$ cat config.mk
export PLATFORM = sky130hd
export DESIGN_NAME = pci_parity_unit
export DESIGN_NICKNAME = d
export VERILOG_FILES = /design/src/rtl/pci_par_pkg.sv /design/src/rtl/pci_par_lane.sv /design/src/rtl/pci_par_role.sv /design/src/rtl/pci_parity_unit.sv
export SDC_FILE = /design/constraint.sdc
export NUM_CORES = 1
export LEC_CHECK = 0
export BUFFER_PORTS_ARGS = -buffer_cell sky130_fd_sc_hd__buf_2
export CELL_PAD_IN_SITES_DETAIL_PLACEMENT = 1
export CELL_PAD_IN_SITES_GLOBAL_PLACEMENT = 1
export CORE_MARGIN = 1.5
export CORE_UTILIZATION = 24
export CTS_BUF_LIST = sky130_fd_sc_hd__clkbuf_16
export CTS_CLUSTER_SIZE = 8
export DETAILED_ROUTE_END_ITERATION = 10
export HOLD_SLACK_MARGIN = 0.08
export PLACE_DENSITY = 0.89
export SYNTH_ARGS = -nofsm -noshare
export SYNTH_HDL_FRONTEND = slang
export SYNTH_HIERARCHICAL = 1
export SYNTH_SLANG_ARGS = --single-unit
$ cat constraint.sdc
create_clock -name clk -period 0.95 [get_ports clk]
set_input_delay 0.0475 -clock clk [delete_from_list [all_inputs] [get_ports clk]]
set_output_delay 0.0475 -clock clk [all_outputs]
set_load 0.005 [all_outputs]
$ cat src/rtl/pci_par_pkg.sv
package pci_par_pkg;
    parameter int unsigned LANES = 2;

    typedef struct packed {
        logic [LANES-1:0] par;       // generated parity per lane
        logic [LANES-1:0] oe;        // drive enable per lane
        logic [LANES-1:0] chk;       // lane compare armed for next clock
        logic [LANES-1:0] exp;       // expected parity per lane
        logic             perr;      // error strobe active
        logic             perr_hold; // drive-high release clock
    } par_state_t;
endpackage

$ cat src/rtl/pci_par_lane.sv
module pci_par_lane #(
    parameter int unsigned DW = 32,
    parameter int unsigned BW = 4
) (
    input  logic [DW-1:0] ad,
    input  logic [BW-1:0] cbe_n,
    output logic          even_par
);
    always_comb begin
        even_par = ^{ad, cbe_n};
    end
endmodule

$ cat src/rtl/pci_par_role.sv
module pci_par_role (
    input  logic addr_phase,
    input  logic initiator,
    input  logic write,
    input  logic req64_n,
    input  logic ack64_n,
    input  logic irdy_n,
    input  logic trdy_n,
    output logic drive_own,
    output logic check_own,
    output logic wide
);
    logic done;

    always_comb begin
        done      = !irdy_n && !trdy_n;
        drive_own = addr_phase ? initiator : (initiator == write);
        check_own = !addr_phase && (initiator != write) && done;
        wide      = addr_phase ? !req64_n : (!req64_n && !ack64_n);
    end
endmodule

$ cat src/rtl/pci_parity_unit.sv
module pci_parity_unit
    import pci_par_pkg::*;
#(
    parameter  int unsigned LANE_AD_W = 32,
    parameter  int unsigned LANE_BE_W = 4,
    localparam int unsigned AD_W      = LANE_AD_W * LANES,
    localparam int unsigned BE_W      = LANE_BE_W * LANES
) (
    input  logic            clk,
    input  logic            rst_n,
    input  logic [AD_W-1:0] ad_i,
    input  logic [BE_W-1:0] cbe_n_i,
    input  logic            addr_phase_i,
    input  logic            initiator_i,
    input  logic            write_i,
    input  logic            ad_oe_i,
    input  logic            req64_n_i,
    input  logic            ack64_n_i,
    input  logic            irdy_n_i,
    input  logic            trdy_n_i,
    input  logic            par_i,
    input  logic            par64_i,
    output logic            par_o,
    output logic            par_oe_o,
    output logic            par64_o,
    output logic            par64_oe_o,
    output logic            perr_n_o,
    output logic            perr_oe_o
);
    par_state_t       st_d, st_q;
    logic [LANES-1:0] lane_par;
    logic [LANES-1:0] bus_par;
    logic             drive_own, check_own, wide;

    genvar g;
    generate
        for (g = 0; g < LANES; g++) begin : g_lane
            pci_par_lane #(
                .DW (LANE_AD_W),
                .BW (LANE_BE_W)
            ) u_lane (
                .ad       (ad_i[g*LANE_AD_W +: LANE_AD_W]),
                .cbe_n    (cbe_n_i[g*LANE_BE_W +: LANE_BE_W]),
                .even_par (lane_par[g])
            );
        end
    endgenerate

    pci_par_role u_role (
        .addr_phase (addr_phase_i),
        .initiator  (initiator_i),
        .write      (write_i),
        .req64_n    (req64_n_i),
        .ack64_n    (ack64_n_i),
        .irdy_n     (irdy_n_i),
        .trdy_n     (trdy_n_i),
        .drive_own  (drive_own),
        .check_own  (check_own),
        .wide       (wide)
    );

    always_comb begin
        bus_par = {par64_i, par_i};
    end

    always_comb begin
        logic mism;
        st_d     = st_q;
        st_d.par = lane_par;
        st_d.exp = lane_par;
        mism     = 1'b0;
        for (int l = 0; l < LANES; l++) begin
            if (l == 0) begin
                st_d.oe[l]  = ad_oe_i && drive_own;
                st_d.chk[l] = check_own;
            end else begin
                st_d.oe[l]  = ad_oe_i && drive_own && wide;
                st_d.chk[l] = check_own && wide;
            end
            if (st_q.chk[l] && (bus_par[l] != st_q.exp[l])) begin
                mism = 1'b1;
            end
        end
        st_d.perr      = mism;
        st_d.perr_hold = st_q.perr;
    end

    always_ff @(posedge clk or negedge rst_n) begin
        if (!rst_n) begin
            st_q <= '0;
        end else begin
            st_q <= st_d;
        end
    end

    always_comb begin
        par_o      = st_q.par[0];
        par64_o    = st_q.par[LANES-1];
        par_oe_o   = st_q.oe[0];
        par64_oe_o = st_q.oe[LANES-1];
        perr_n_o   = !st_q.perr;
        perr_oe_o  = st_q.perr || st_q.perr_hold;
    end
endmodule

After elaboration in Yosys (flattened, before gate mapping)
Cells that the tools add are included.

operators by class
  eq/ne operators = 4
  multiplexer cells = 4
  reduce and logical (&&, ||, !) cells = 18

operators with widths
  kind                   count
  XOR reduction 36 bit   2
  logical AND 1 bit      9
  zero test 1 bit        6
  two-way mux 1 bit      4
  inequality test 1 bit  3
  == test 1 bit          1
  logical OR 1 bit       1

word-level totals
  register bits after elaboration = 8
  input bits = 84
  word-level logic and storage cells = 31

Longest topological paths before layout
  word-level depth = 4
  gate-level depth with buffers = 5
  gate-level depth less buffers = 5

Hierarchy
Netlist, hierarchy kept.

by module, submodules not included
  module           instances  cells each  area an instance (µm²)
  pci_par_lane     2          34          311.5
  pci_parity_unit  1          16          255.2
  pci_par_role     1          6           42.5

Least setup slack after synthesis
No wires, ideal clock.

  path kind = input-to-reg
  start = input port ad_i[24]
  end = register st_q[2] in the netlist's numbering
  library setup time = 123 ps
  data arrival time = 1033 ps
  required time = 827 ps
  path slack = -206 ps
  stages on the path = 5
  path buffers = 0
  cell sequence = xor2_1 -> xnor2_1 -> xnor2_1 -> xnor3_1 -> xnor2_1

on the way
  longest elaborated chain between the ends = 1

ends and longest elaborated chain
  what                    line                   source
  start: declaration      pci_parity_unit.sv:11  input logic [AD_W-1:0] ad_i,
  XOR reduction 36 bit    pci_par_lane.sv:10     even_par = ^{ad, cbe_n};
  named net lane_par[0]   pci_parity_unit.sv:31  logic [LANES-1:0] lane_par;
  end signal: assignment  pci_parity_unit.sv:92  st_q <= st_d;
  end: declaration        pci_parity_unit.sv:30  par_state_t st_d, st_q;

The timed path passes the listed nets, and every way through them passes these cells.

Worst setup path after layout
  start = input port cbe_n_i[6]
  end = register st_q[3] in the netlist's numbering

on the way
  longest elaborated chain between the ends = 1

ends and longest elaborated chain
  what                   line                   source
  start: declaration     pci_parity_unit.sv:12  input logic [BE_W-1:0] cbe_n_i,
  XOR reduction 36 bit   pci_par_lane.sv:10
  named net lane_par[1]  pci_parity_unit.sv:31

The timed path passes the listed nets, and every way through them passes these cells.

==> out/summary.md <==
The first global-routing pass estimated 4.050 mm of wire. The tools report the sequential share of power as 0.182. The post-synthesis sequential area ratio is 0.2174, and the cell area after synthesis is 920.9 µm². After detailed routing, the average wire length per cell comes to 11.93 µm. The total cell area at the placement stage came out at 1441 µm².

STA classifies the critical path endpoint as a flip-flop. Measured along the x axis, the die boundary spans 64.95 µm. The clock root buffer is sky130_fd_sc_hd__clkbuf_16.

The tool flagged a number of max-cap violations equal to 0. The post-detailed-route via-to-cell ratio was 4.077. In this run the static leakage power is 0.8294 nW. The transition at the pin with the smallest max-transition slack is 237.4 ps. In this design, the critical path's most frequently occurring cell is sky130_fd_sc_hd__xnor2_1.

Setup violations remaining at the end of the flow were counted as 3. The design draws 2.465 mW. Clock latency on the worst-skew pair, taken at its later pin, is 230 ps. Data on the critical path arrives at its endpoint at 1220 ps. The number of synthesized flops with an enable pin works out to 0.

The overall die area was 4218 µm²; the peak supply drop was 0.5942 mV. The proportion of power drawn by combinational gates is 0.532. The number of nets in the synthesized netlist is 174. After floorplanning, the core was divided into 22 placement rows. The largest individual stage delay along the critical path comes from the cell sky130_fd_sc_hd__xnor3_1.

The endpoint identified for the worst register-to-register timing path is st_d[0]. On the final layout, the worst hold slack is 105.4 ps. The number of global-route vias before repair came out at 1003. Broken down by cell family, the worst path's largest delay share belongs to XOR/XNOR gates.

Path type of the worst min-delay path: input port to flip-flop. The count of nets left with antenna violations once routing finished came out at 0. By instance count, the leading cell after synthesis is sky130_fd_sc_hd__xnor2_1. Number of cells in the finished layout apart from fillers: 234. Setup repair after global routing could not meet its margin everywhere.

At the placement stage, the worst setup path has a slack of -403.1 ps. The share of layout cells above drive strength 1 is 0.5753, and the number of diodes is 0. Clock-pin slew was measured on the worst setup and hold paths at 30 ps. The final clock period utilization by the worst path is 1.163, and the number of distinct library cell variants in the gate-level netlist after synthesis is 12. For the number of antenna violations at the first check in global routing, the log shows 0. The final layout contains 272 nets. The number of clock sinks is 8, and the number of placed instances with taps included is 227.

The average size of a mapped cell came out at 10.23 µm². The tools report the count of endpoints failing hold in the final timing report as 0. The largest total area in the synthesized netlist belongs to sky130_fd_sc_hd__xnor2_1. The run gives 2 as the maximum clock insertion buffer count.

The data required time at the worst endpoint was 1060 ps; the post-route cell area was 1710 µm². In this run, synthesis produced a sequential element count of 8. The internal reg-to-reg setup slack was 60 ps. In this run the standard cell core region covers 3661 µm². The global route total overflow was 0; the total number of vias was 954. The area share of the leading cell type in the synthesized netlist was 0.5611. For hold timing, the worst endpoint is st_q[5]. The signed area change from the synthesized netlist to the final layout works out to 85.73%. Hold path startpoint: trdy_n_i.

The most used flip-flop cell after synthesis is sky130_fd_sc_hd__dfrtp_1. Entering global routing, the biggest net connects 9 pins. Counting the buffers created by CTS gives 3. For the final database, setup skew stands at 2.483 ps.

The switching power share of the total is 0.2745, and the total net switching power is 0.6766 mW. TritonCTS built the clock tree. The minimum clock period after layout is 1105 ps. After the first detailed-routing iteration, the DRC count stood at 3. The routed wire length is 2.791 mm.

The worst register-to-register path begins at st_q[3]. Class of the most critical setup path: input port to flip-flop. Post-route DRC violation count: 0.

The flow ran to the end, but the final reports show violations. The count of final max-slew check failures is 0, and the async set-or-reset flop fraction in the synthesized netlist is 1.000. The power density over the cells works out to 1441 nW/µm². The vertical die dimension works out to 64.95 µm. Ranked by total cell area, the synthesized netlist is headed by sky130_fd_sc_hd__xnor2_1, sky130_fd_sc_hd__dfrtp_1, sky130_fd_sc_hd__xor2_1, sky130_fd_sc_hd__xnor3_1, sky130_fd_sc_hd__and2_1.

The critical path goes through buf_6 -> xor2_1 -> xnor2_1 -> xnor2_1 -> xnor3_1 -> xnor2_1. Cell internal power was estimated by the tool at 1.788 mW. The number of I/O port buffers works out to 89. The overall track demand over capacity in global routing came out at 0.1332.

The Yosys step of the flow raised 6 warnings. The headroom to the max-slew limit came out at 0.8406. The tools report the utilization after layout as 0.4672.

The setup TNS after final layout was -323.8 ps; the H-tree depth reported by CTS was 1. The length in cells of the worst reg-to-reg path was 2. In the synthesized netlist, the cells that appear most often are sky130_fd_sc_hd__xnor2_1, sky130_fd_sc_hd__xor2_1, sky130_fd_sc_hd__dfrtp_1. The largest stage delay on the critical path works out to 430 ps.

The final reports fail on negative setup slack. The first TritonRoute pass finished after 2 iterations. The initial standard-cell utilization of the core is 0.2515, and the global placement routability congestion is 0.6892.

Counting every instance in the synthesized netlist gives 90. The setup slack of the critical path after layout was -154.8 ps; the top achievable clock speed was 905.2 MHz. Share of total power in the clock network: 0.286.

The worst setup path is launched from an input port. The total buffers and inverters traversed by the critical path is 1, and the number of cells on the worst hold path is 3. The maximum net fanout on the critical path was 1. The run gives 90 as the I/O pin count.
## cells by family after synthesis
| family | synth area share |
|---|---|
| AOI/OAI and AO/OA | 0.01494 |
| xor gates and xnor gates | 0.7147 |
| buffers and inverters | 0.008155 |
| DFF | 0.2174 |
| and+or+nand+nor | 0.04484 |
## registers in the layout, summed over array words and instances (netlist names)
signal / count
st_d: 1
par_oe_o: 1
st_q: 5
par64_oe_o: 1
## worst max path at each step
stage,slack (ps),cells past startpoint,end,from
2_1_floorplan,-190,5,st_q[2],ad_i[12]
3_3_place_gp,-380,6,st_q[3],ad_i[41]
3_5_place_dp,-400,6,st_q[2],ad_i[9]
4_1_cts,-130,6,st_q[2],ad_i[12]
5_1_grt,-230,6,st_q[3],cbe_n_i[6]
6_report,-150,6,st_q[3],cbe_n_i[6]
## placed cells by master (no fill, tap or decap)
cell type	Yosys	routed
sky130_fd_sc_hd__or2_4	0	1
sky130_fd_sc_hd__xor2_2	0	2
sky130_fd_sc_hd__and2_1	2	2
sky130_fd_sc_hd__xnor3_1	2	2
sky130_fd_sc_hd__inv_1	2	2
sky130_fd_sc_hd__nor2_1	1	1
sky130_fd_sc_hd__nor4_2	1	1
sky130_fd_sc_hd__xor2_1	11	9
sky130_fd_sc_hd__xnor2_2	0	10
sky130_fd_sc_hd__dfrtp_1	8	8
sky130_fd_sc_hd__clkbuf_16	0	3
sky130_fd_sc_hd__dlygate4sd3_1	0	3
sky130_fd_sc_hd__a21oi_1	1	1
sky130_fd_sc_hd__a22o_1	1	1
sky130_fd_sc_hd__xnor2_1	59	49
sky130_fd_sc_hd__buf_2	0	77
sky130_fd_sc_hd__and3_1	1	1
sky130_fd_sc_hd__buf_6	0	13
## power groups by stage
stage	Clock, mW	Combinational, mW	Sequential [mW]
after floorplan	0	0.863	0.455
after global placement	0	1.21	0.449
after detailed placement	0	1.23	0.454
after CTS	0.714	1.28	0.449
after global routing	0.730	1.43	0.456
final	0.705	1.31	0.449
## worst register-to-register path: stages, from the launching register on
cell and delay [ps]:
sky130_fd_sc_hd__dfrtp_1 380, sky130_fd_sc_hd__xor2_1 160, sky130_fd_sc_hd__a22o_1 230
## cell type report
type / count / area [µm²]
Fill cell: 437 / 1951
Multi-Input combinational cell: 80 / 805.8
Timing Repair Buffer: 93 / 561.8
Sequential cell: 8 / 200.2
Clock buffer: 3 / 75.07
Tap cell: 48 / 60.06
Inverter: 2 / 7.507
## timing repair
item / CTS / global route
gates resized for setup: 11 / 14
setup endpoints to repair: 3 / 4
pin swaps: 6 / 13
hold buffers: 3 / 0
buffers inserted: 1 / 0
endpoints found under the hold margin: 10 / 0
## per-layer routing
| layer | share of wire | track usage | vias to the layer above |
|---|---|---|---|
| met3 | 0.042 | 0.01736 | 6 |
| met5 | 0 | 0 | - |
| met1 | 0.28 | 0.09787 | 444 |
| met4 | 0.031 | 0.08245 | 0 |
| li1 | - | - | 466 |
| met2 | 0.65 | 0.2990 | 38 |
Power figures use the tool's default switching activity.
